[config.mk]
export PLATFORM = sky130hd
export DESIGN_NAME = wr_hit_probe
export DESIGN_NICKNAME = d
export VERILOG_FILES = /design/src/rtl/whp_pkg.sv /design/src/rtl/whp_header.sv /design/src/rtl/whp_filter.sv /design/src/rtl/whp_counter.sv /design/src/rtl/wr_hit_probe.sv
export SDC_FILE = /design/constraint.sdc
export NUM_CORES = 1
export LEC_CHECK = 0
export CAP_MARGIN = 25
export CORE_ASPECT_RATIO = 1.25
export CORE_MARGIN = 5
export CORE_UTILIZATION = 55
export DETAILED_ROUTE_END_ITERATION = 10
export PLACE_DENSITY_LB_ADDON = 0.12
export REMOVE_ABC_BUFFERS = 1
export SYNTH_ARGS = -nofsm -noshare
export SYNTH_HDL_FRONTEND = slang
export SYNTH_SLANG_ARGS = --single-unit
[constraint.sdc]
create_clock -name clk -period 13.42 [get_ports clk]
set_input_delay 2.684 -clock clk [delete_from_list [all_inputs] [get_ports clk]]
set_output_delay 2.684 -clock clk [all_outputs]
set_load 0.05 [all_outputs]
[src/rtl/whp_pkg.sv]
package whp_pkg;

    localparam int KINDS      = 3;
    localparam int WINDOWS    = 2;
    localparam int SLOTS      = KINDS * WINDOWS;
    localparam int SLOT_W     = $clog2(SLOTS);
    localparam int KIND_W     = $clog2(KINDS);
    localparam int HDR_FIXED  = 16;
    localparam int ACC_BYTES  = 1;
    localparam int KIND_QUIET = 0;
    localparam int KIND_WILD  = 1;

    localparam logic [7:0] WILD_BYTE  = 8'hCE;
    localparam logic [7:0] MATCH_BYTE = 8'hFA;

    typedef enum logic {
        ST_IDLE   = 1'b0,
        ST_ACTIVE = 1'b1
    } whp_state_e;

    localparam logic [47:0]  WIN0_STR  = {16'h0000, "mmio"};
    localparam logic [47:0]  WIN1_STR  = "portio";
    localparam logic [135:0] KIND0_STR = {56'h0, "no-eventfd"};
    localparam logic [135:0] KIND1_STR = {8'h00, "wildcard-eventfd"};
    localparam logic [135:0] KIND2_STR = "datamatch-eventfd";

    function automatic int win_len(int w);
        return (w == 0) ? 4 : 6;
    endfunction

    function automatic int kind_len(int k);
        case (k)
            0:       return 10;
            1:       return 16;
            default: return 17;
        endcase
    endfunction

    function automatic int name_len(int s);
        return win_len(s / KINDS) + 1 + kind_len(s % KINDS);
    endfunction

    // Character i of the name of slot s; 0 past its end.
    function automatic logic [7:0] name_char(int s, int i);
        int wl = win_len(s / KINDS);
        int kl = kind_len(s % KINDS);
        int j;
        logic [47:0]  ws;
        logic [135:0] ks;
        ws = ((s / KINDS) == 0) ? WIN0_STR : WIN1_STR;
        case (s % KINDS)
            0:       ks = KIND0_STR;
            1:       ks = KIND1_STR;
            default: ks = KIND2_STR;
        endcase
        if (i < 0)   return 8'h00;
        if (i < wl)  return ws[8*(wl-1-i) +: 8];
        if (i == wl) return 8'h2D;
        j = i - wl - 1;
        if (j < kl)  return ks[8*(kl-1-j) +: 8];
        return 8'h00;
    endfunction

endpackage

[src/rtl/whp_header.sv]
module whp_header
    import whp_pkg::*;
#(
    parameter int ADDR_W   = 12,
    parameter int SIZE_W   = 4,
    parameter int CNT_W    = 32,
    parameter int MEM_BASE = 2048,
    parameter int IO_BASE  = 128
) (
    input  logic [SLOT_W-1:0] slot_i,
    input  logic [ADDR_W-1:0] addr_i,
    input  logic [SIZE_W-1:0] size_i,
    input  logic [CNT_W-1:0]  count_i,
    output logic [7:0]        byte_o,
    output logic              in_range_o,
    output logic [ADDR_W-1:0] trig_o
);

    localparam int TBL = 2 ** SLOT_W;

    logic [7:0]        len_tbl  [TBL];
    logic [ADDR_W-1:0] trig_tbl [TBL];
    logic [31:0]       trig32;
    logic [31:0]       cnt32;
    logic [ADDR_W:0]   end_addr;
    logic [KIND_W-1:0] kind;

    // Per-slot header length and trigger address, fixed at elaboration.
    for (genvar s = 0; s < TBL; s++) begin : g_slot
        if (s < SLOTS) begin : g_real
            assign len_tbl[s]  = 8'(HDR_FIXED + name_len(s) + 1);
            assign trig_tbl[s] = ADDR_W'((((s / KINDS) == 0) ? MEM_BASE : IO_BASE) + s);
        end else begin : g_none
            assign len_tbl[s]  = 8'd0;
            assign trig_tbl[s] = '0;
        end
    end

    assign trig_o     = trig_tbl[slot_i];
    assign trig32     = 32'(trig_o);
    assign cnt32      = 32'(count_i);
    assign kind       = KIND_W'(int'(slot_i) % KINDS);
    assign end_addr   = {1'b0, addr_i} + (ADDR_W + 1)'(size_i);
    assign in_range_o = end_addr < (ADDR_W + 1)'(len_tbl[slot_i]);

    always_comb begin
        byte_o = 8'h00;
        if (addr_i < ADDR_W'(HDR_FIXED)) begin
            unique case (addr_i[3:0])
                4'd0:    byte_o = 8'(slot_i);
                4'd1:    byte_o = 8'(ACC_BYTES);
                4'd4:    byte_o = trig32[7:0];
                4'd5:    byte_o = trig32[15:8];
                4'd6:    byte_o = trig32[23:16];
                4'd7:    byte_o = trig32[31:24];
                4'd8:    byte_o = (kind == KIND_W'(KIND_WILD)) ? WILD_BYTE : MATCH_BYTE;
                4'd12:   byte_o = cnt32[7:0];
                4'd13:   byte_o = cnt32[15:8];
                4'd14:   byte_o = cnt32[23:16];
                4'd15:   byte_o = cnt32[31:24];
                default: byte_o = 8'h00;
            endcase
        end else begin
            byte_o = name_char(int'(slot_i), int'(addr_i) - HDR_FIXED);
        end
    end

endmodule

[src/rtl/whp_filter.sv]
module whp_filter
    import whp_pkg::*;
#(
    parameter int ADDR_W = 12,
    parameter int DATA_W = 32,
    parameter int SIZE_W = 4
) (
    input  logic [KIND_W-1:0] kind_i,
    input  logic [ADDR_W-1:0] addr_i,
    input  logic [ADDR_W-1:0] trig_i,
    input  logic [SIZE_W-1:0] size_i,
    input  logic [DATA_W-1:0] wdata_i,
    output logic              hit_o
);

    logic addr_hit;
    logic data_ok;

    assign addr_hit = (addr_i == trig_i);
    assign data_ok  = (kind_i == KIND_W'(KIND_WILD)) ||
                      ((size_i == SIZE_W'(ACC_BYTES)) && (wdata_i == DATA_W'(MATCH_BYTE)));
    assign hit_o    = addr_hit && data_ok;

endmodule

[src/rtl/whp_counter.sv]
module whp_counter #(
    parameter int CNT_W = 32
) (
    input  logic             clk,
    input  logic             rst_n,
    input  logic             clr_i,
    input  logic             inc_i,
    output logic [CNT_W-1:0] cnt_o
);

    always_ff @(posedge clk) begin
        if (!rst_n) begin
            cnt_o <= '0;
        end else if (clr_i) begin
            cnt_o <= '0;
        end else if (inc_i) begin
            cnt_o <= cnt_o + 1'b1;
        end
    end

endmodule

[src/rtl/wr_hit_probe.sv]
module wr_hit_probe
    import whp_pkg::*;
#(
    parameter int ADDR_W   = 12,
    parameter int DATA_W   = 32,
    parameter int SIZE_W   = 4,
    parameter int CNT_W    = 32,
    parameter int MEM_BASE = 2048,
    parameter int IO_BASE  = 128
) (
    input  logic              clk,
    input  logic              rst_n,
    input  logic              req_valid,
    input  logic              req_write,
    input  logic              req_win,
    input  logic [ADDR_W-1:0] req_addr,
    input  logic [SIZE_W-1:0] req_size,
    input  logic [DATA_W-1:0] req_wdata,
    output logic              rd_valid,
    output logic [7:0]        rd_data,
    output logic              evt_pulse,
    output logic              evt_flag
);

    whp_state_e        state_q, state_d;
    logic [SLOT_W-1:0] slot_q, sel_slot;
    logic [KIND_W-1:0] kind_q;
    logic [CNT_W-1:0]  cnt_q;
    logic [ADDR_W-1:0] trig;
    logic [7:0]        hdr_byte;
    logic              in_range;
    logic              sel_wr, sel_ok, active, data_wr, filt_hit, hit, rd_req, evt_hit;

    assign sel_wr   = req_valid && req_write && (req_addr == '0);
    assign sel_ok   = sel_wr && (req_wdata < DATA_W'(KINDS));
    assign sel_slot = (req_win ? SLOT_W'(KINDS) : SLOT_W'(0)) + SLOT_W'(req_wdata[KIND_W-1:0]);
    assign active   = (state_q == ST_ACTIVE);
    assign data_wr  = req_valid && req_write && (req_addr != '0) && active;
    assign hit      = data_wr && filt_hit;
    assign evt_hit  = hit && (kind_q != KIND_W'(KIND_QUIET));
    assign rd_req   = req_valid && !req_write;

    // Next state
    always_comb begin
        state_d = state_q;
        unique case (state_q)
            ST_IDLE:   if (sel_ok)            state_d = ST_ACTIVE;  // T_ARM
            ST_ACTIVE: if (sel_wr && !sel_ok) state_d = ST_IDLE;    // T_DISARM; T_REARM stays
            default:                          state_d = ST_IDLE;
        endcase
    end

    // State register with the active slot
    always_ff @(posedge clk) begin
        if (!rst_n) begin
            state_q <= ST_IDLE;  // T_RESET
            slot_q  <= '0;
            kind_q  <= '0;
        end else begin
            state_q <= state_d;
            if (sel_ok) begin
                slot_q <= sel_slot;
                kind_q <= req_wdata[KIND_W-1:0];
            end
        end
    end

    // Outputs
    always_ff @(posedge clk) begin
        if (!rst_n) begin
            rd_valid  <= 1'b0;
            rd_data   <= 8'h00;
            evt_pulse <= 1'b0;
            evt_flag  <= 1'b0;
        end else begin
            rd_valid  <= rd_req;
            rd_data   <= (rd_req && active && in_range) ? hdr_byte : 8'h00;
            evt_pulse <= evt_hit;
            if (sel_wr) begin
                evt_flag <= 1'b0;
            end else if (evt_hit) begin
                evt_flag <= 1'b1;
            end else if (rd_req && active && in_range) begin
                evt_flag <= 1'b0;
            end
        end
    end

    whp_header #(
        .ADDR_W  (ADDR_W),
        .SIZE_W  (SIZE_W),
        .CNT_W   (CNT_W),
        .MEM_BASE(MEM_BASE),
        .IO_BASE (IO_BASE)
    ) u_header (
        .slot_i    (slot_q),
        .addr_i    (req_addr),
        .size_i    (req_size),
        .count_i   (cnt_q),
        .byte_o    (hdr_byte),
        .in_range_o(in_range),
        .trig_o    (trig)
    );

    whp_filter #(
        .ADDR_W(ADDR_W),
        .DATA_W(DATA_W),
        .SIZE_W(SIZE_W)
    ) u_filter (
        .kind_i (kind_q),
        .addr_i (req_addr),
        .trig_i (trig),
        .size_i (req_size),
        .wdata_i(req_wdata),
        .hit_o  (filt_hit)
    );

    whp_counter #(
        .CNT_W(CNT_W)
    ) u_counter (
        .clk  (clk),
        .rst_n(rst_n),
        .clr_i(sel_ok),
        .inc_i(hit),
        .cnt_o(cnt_q)
    );

endmodule

# [Word level (Yosys, flattened, before mapping)]
# Memories as Yosys holds them, arrays and structs flattened.
# Index checks and enable logic that the tools add are counted.
[totals] register_bits=49 rom_bits=160 inputBits=53 out_inout_bits=11 word_cells=116 memories=2
[op_classes] n_addsub=10 div=2 n_lt_le_gt_ge=7 n_eq_ne=15 n_shift=2 mux=41 bitwise=3 n_reduce_logical=26
[mem_list] memory="(name not given)" words=8 width=12 read_ports=1 rd_clocked_by_memory_dff=0 write_ports=0 line_no="whp_header.sv:39" text="assign trig_o = trig_tbl[slot_i];"
[mem_list] memory="(name not given)" words=8 width=8 read_ports=1 rd_clocked_by_memory_dff=0 write_ports=0 line_no="whp_header.sv:44" text="assign in_range_o = end_addr < (ADDR_W + 1)'(len_tbl[slot_i]);"
[ops] cell="$pmux W135 S2" n=1
[ops] cell="$mux W136" n=1
[ops] cell="$shiftx A136 B32 Y8" n=1
[ops] cell="$mux W8" n=11
[ops] cell="$pmux W8 S9" n=1
[ops] cell="$logic_not A32 Y1" n=2
[ops] cell="$sub A29 B2 Y29 const B" n=2
[ops] cell="$shiftx A48 B32 Y8" n=1
[ops] cell="$mux W47" n=1
[ops] cell="$add A32 B1 Y32 const B" n=1
[ops] cell="$div A4 B3 Y32 const B" n=1
[ops] cell="$eq A32 B1 Y1 const B" n=1
[ops] cell="$eq A32 B8 Y1 const B" n=1
[ops] cell="$lt A32 B2 Y1 const B" n=1
[ops] cell="$lt A32 B32 Y1" n=1
[ops] cell="$mod A4 B3 Y32 const B" n=1
[ops] cell="$mux W32" n=1
[ops] cell="$sub A32 B2 Y32 const B" n=1
[ops] cell="$sub A29 B13 Y29" n=1
[ops] cell="$sub A29 B29 Y29" n=1
[ops] cell="$mux W12" n=2
[ops] cell="$eq A4 B4 Y1 const B" n=5
[ops] cell="$mux W1" n=18
[ops] cell="$sub A13 B4 Y14" n=1
[ops] cell="other kinds (28)" n=48

# [Logic depth before layout (Yosys ltp)]
[depth] word_depth=19 ltp_mapped=26 ltp_nobuf=26

# [By module]
# From an unflattened synthesis, not the netlist that was laid out.
[hier_totals] hier_cells=671 hier_area_um2=5251.3
[by_module_without_submodules] module="whp_header" instances=1 cells_each=391 area_per_inst_um2=2698.8
[by_module_without_submodules] module="whp_counter" instances=1 cells_each=178 area_per_inst_um2=1552.7
[by_module_without_submodules] module="wr_hit_probe" instances=1 cells_each=72 area_per_inst_um2=747.0
[by_module_without_submodules] module="whp_filter" instances=1 cells_each=30 area_per_inst_um2=252.7

# [Least setup slack after synthesis]
# OpenSTA, ideal clock, no wires.
[synth_path] path_kind="input to register" startpoint="input req_addr[1]" endpoint="register rd_data[0]" t_arrival_ns=6.015 required_time_ns=13.324 path_slack_ns=7.309 cell_stages=21 cell_sequence="buf_2 inv_1 ha_1 inv_1 ha_1 and4bb_1 a21oi_1 and3_1 a2111oi_4 nor2_2 and3_1 nand3_1 ha_1 nand4b_1 nor4_1 nand2_1 nor2_1 o2111ai_1 a21oi_2 nand2_2 o41ai_2"
[synth_between] elab_chain_len=14 word_cells_on_any_way=48 classes_between="add/sub: 6; order compare: 5; eq/ne: 9; shift: 2; mux: 23; reduce/logical: 3"
[synth_rtl] element="from (decl)" line_no="wr_hit_probe.sv:16" text="input logic [ADDR_W-1:0] req_addr,"
[synth_rtl] element="parallel branches: the longest is 14 deep, another holds $sub A32 B2 Y32"
[synth_rtl] element="to (signal assigned)" line_no="wr_hit_probe.sv:77" text="rd_data <= (rd_req && active && in_range) ? hdr_byte : 8'h00;"
[synth_rtl] element="to (decl)" line_no="wr_hit_probe.sv:20" text="output logic [7:0] rd_data,"
# Several ways; the timed one is not identified. The select of a mux whose other input is x is not followed.
# A chain may end at the register's enable or synchronous reset.

# [Worst setup path in the final report]
[layout_path] startpoint="input req_addr[4]" endpoint="register rd_data[1]"
# Same word-level chain as after synthesis.

==> flow_summary.rst <==
.. list-table::
   :header-rows: 1

   * - Metric
     - Value
   * - DPL Wire Length
     - 11200 um
   * - DRC viols
     - 0
   * - Hold Crit Depth
     - 2
   * - Placer Congestion
     - 0.927
   * - Clock slew at reported path FFs
     - around 70 ps
   * - TritonCTS clock tree
     - yes
   * - Post-Syn Area
     - 5230 sq um
   * - Combinational fraction of design power
     - 0.304
   * - Internal portion of total power
     - between 0.0002 and 0.0003 W
   * - Cells on worst reg2reg path
     - 26
   * - Initial core utilization
     - 0.567
   * - Period utilisation layout
     - 0.542
   * - Initial antenna violation count
     - 0
   * - Worst skew pair latency
     - a little under 300 ps
   * - Chip Height
     - between 100 and 150 um
   * - Worst Setup End Kind
     - flop
   * - Result of the run
     - finished clean
   * - Time the worst path needs with I/O delays and setup
     - between 7000 and 8000 ps
   * - Maximum root-to-sink buffer count
     - 2
   * - Highest clock rate
     - between 100 and 150 MHz
   * - Delay of the slowest critical-path stage
     - about 730 ps
   * - Cell repeated most along the worst path
     - ha_1
   * - Reg2Reg Setup Slack
     - approximately 8000 ps
   * - Antenna Violating Nets Remaining
     - 0
   * - Gate count of the mapped netlist
     - 681
   * - Count of antenna diodes in the layout
     - 0
   * - Most frequently used flop master after synthesis
     - dfxtp_1
   * - First-pass GRT wire length
     - ~24000 um
   * - Number of max-cap violations
     - 0
   * - All-Layer GR Usage
     - 0.246
   * - Critical path fanouts, max
     - 17
   * - Commonest cells after routing, fill and taps aside
     - nor2_1 (76), clkdlybuf4s50_1 (63), nand2_1 (57), dfxtp_1 (49), a21oi_1 (42)
   * - CP delay by family, top
     - compound AO/OA/AOI/OAI gates
   * - Sequential Power Share
     - 0.379
   * - Post-CTS Setup Repair Bufs
     - 0
   * - Sw Share
     - 0.316
   * - Count of H-tree levels built during CTS
     - 2
   * - Cell leakage power
     - around 2.2 nW
   * - Element type at the critical path start
     - input port
   * - Overall die area
     - 11600 sq um
   * - Maximum number of pins on one net before global-route repair
     - 35
   * - Placed Area
     - 5870 sq um
   * - Congestion Overflow GR
     - 0
   * - Number of hold-repair buffers added at the cts stage
     - 0
   * - Portion of the post-synthesis area used by sequential elements
     - 0.188
   * - Maximum vdd drop
     - about 0.00013 V
   * - Post-layout worst setup margin
     - a little over 6000 ps
   * - Buffers plus inverters on the worst setup path
     - 2
   * - Final max-slew violation count
     - 0
   * - Post-route clock skew
     - between 10 and 15 ps
   * - Via-to-Cell Ratio
     - 6.14
   * - Warnings from Yosys
     - 0
   * - Proportion of power drawn by the clock network
     - 0.317
   * - Hold WS
     - around 460 ps
   * - Final hold violations
     - 0
   * - Power per Cell Area
     - about 64 nW/um^2
   * - Post-detailed-routing wire length
     - between 10000 and 15000 um
   * - Site Rows
     - 39
   * - Post-route setup TNS
     - 0 ps
   * - Final instance area
     - between 6000 and 7000 sq um
   * - Number of global-route vias before repair
     - between 5k and 6k
   * - Average cell area after synthesis
     - 7.68 sq um
   * - First drt pass iteration count
     - 5
   * - Core box area
     - ~9000 sq um
   * - Total number of nets in the final design
     - just over 800
   * - Class of the tightest hold or removal check
     - reg2reg
   * - Slew margin rel.
     - 0.464
   * - Cell-by-cell listing of the critical path
     - clkdlybuf4s50_1, inv_1, ha_1, nor4b_4, a211oi_1, a311o_1, and3b_1, a21boi_0, ha_1, nand4b_1, nor4_1, nand2_1, nor2_1, o2111ai_1, a21oi_2, a31oi_1, o32ai_1
   * - Setup WS pre-CTS
     - just under 6000 ps
   * - Number of sinks on the clock net
     - 49
   * - Number of buffers created by CTS
     - 5
   * - Die X
     - 97.2 um
   * - Net switching power
     - 0.000121 W
   * - Area added between synthesis and finish
     - 15.0%
   * - Leading cell type in the layout, fill and taps excluded
     - nor2_1
   * - Setup violations, final
     - 0
   * - Routed length per placed instance
     - roughly 17 um
   * - Number of buffer cells added on primary ports
     - between 60 and 70
   * - Crit Path Category
     - in2reg
   * - Data required, critical path
     - 13620 ps
   * - Synthesized flop and latch total
     - a little under 50
   * - Max stage delay cell, worst path
     - clkdlybuf4s50_1
   * - Share of final-layout standard cells stronger than drive strength 1
     - 0.0733
   * - WP data arrival
     - between 7000 and 8000 ps
   * - Fraction of registers with async set or reset after synthesis
     - 0
   * - Vias after detailed routing
     - 5196
   * - Slew of the pin with the lowest slew margin
     - between 800 and 900 ps
   * - Number of enable-type register cells in the synthesized netlist
     - 0
   * - Drt first-iter violations
     - approximately 340
   * - Total stage count of the critical path
     - 17
   * - Number of distinct library cells after synthesis
     - 87
   * - Clock tree root driver cell
     - clkbuf_16
   * - Gates resized, CTS repair
     - 0
   * - RSZ-0062 raised after global routing
     - false
   * - Ports placed on the boundary
     - 64
## final cells by class
class                      count  area, sq um
timing repair buffer          68          676
inverter                      27          101
fill                         785         3210
tap                          123          154
sequential                    49          981
multi-input combinational    571         3960
clock buffer                   6          129
clock inverter                 2         10.0
## power groups by stage
stage | combinational (W) | sequential (W) | clock (W)
after floorplan | 0.0000711 | 0.000149 | 0
after global placement | 0.000113 | 0.000149 | 0
after detailed placement | 0.000115 | 0.000149 | 0
after CTS | 0.000116 | 0.000145 | 0.000125
after global routing | 0.000130 | 0.000145 | 0.000132
final | 0.000117 | 0.000146 | 0.000122
## registers in the layout, indices dropped and copies added, names as in the netlist, named ones only
name	cells
evt_flag	1
evt_pulse	1
kind_q	2
rd_data	8
rd_valid	1
slot_q	3
u_counter.cnt_o	32
## Yosys cell counts, drive strengths merged (8+ instances only)
cell | count | area share
a21oi | 44 | 0.044
a31oi | 9 | 0.011
and2 | 8 | 0.0096
and4 | 8 | 0.014
buf | 23 | 0.027
clkbuf | 11 | 0.0079
dfxtp | 49 | 0.19
ha | 34 | 0.081
inv | 25 | 0.018
mux2i | 10 | 0.019
nand2 | 59 | 0.043
nand2b | 11 | 0.013
nand3 | 27 | 0.026
nand4 | 22 | 0.033
nor2 | 83 | 0.063
nor2b | 17 | 0.021
nor3 | 18 | 0.019
nor4 | 15 | 0.025
o21ai | 37 | 0.035
o22ai | 8 | 0.011
or3 | 10 | 0.012
xnor2 | 31 | 0.053
xor2 | 23 | 0.039
## worst reg2reg max path, stage by stage, from the launching register on
cell	delay, ps
dfxtp_1	560
inv_1	200
ha_1	270
nand2_1	90
nand2_1	60
ha_1	220
nor2_1	220
inv_1	150
ha_1	240
inv_1	60
ha_1	290
and4bb_1	280
a21oi_1	180
a21oi_1	110
o211a_1	260
nor2_2	180
and3_1	220
nand3_1	90
ha_1	270
nand4b_1	170
nor4_1	180
nand2_1	70
nor2_1	90
o2111ai_1	130
a21oi_2	350
a31oi_1	160
o32ai_1	280
## final timing paths
check,startpoint,end
setup / recovery,req_addr[4],rd_data[1]$_SDFF_PN0_
hold / removal,evt_flag$_SDFFE_PP0P_,evt_flag$_SDFFE_PP0P_
setup reg to reg,slot_q[0]$_SDFFE_PN0P_,rd_data[1]$_SDFF_PN0_
hold reg to reg,evt_flag$_SDFFE_PP0P_,evt_flag$_SDFFE_PP0P_
## per-layer routing
| layer | track usage | vias up | share of wire |
|---|---|---|---|
| met1 | 0.285 | 2456 | 0.42 |
| li1 | - | 2574 | - |
| met2 | 0.459 | 131 | 0.52 |
| met3 | 0.0257 | 35 | 0.031 |
| met4 | 0.0975 | 0 | 0.032 |
| met5 | 0 | - | 0 |
## cell families (layout without fill, tap and decap cells)
family | Yosys count | count (layout) | share of synthesized area
flops | 49 | 49 | 0.188
simple gates | 310 | 310 | 0.333
fa+ha+maj | 37 | 37 | 0.0929
buf+inv | 61 | 103 | 0.0546
mux | 15 | 15 | 0.0385
xor+xnor | 54 | 54 | 0.0919
compound gates | 155 | 155 | 0.201
## through the flow
step	cells	utilization	power [W]
after floorplan	647	-	0.000220
after global placement	837	0.635	0.000262
after detailed placement	838	0.637	0.000264
after CTS	846	0.652	0.000386
after global routing	846	0.652	0.000407
final	846	0.652	0.000384
No activity file was read; power rests on OpenSTA's default activity.
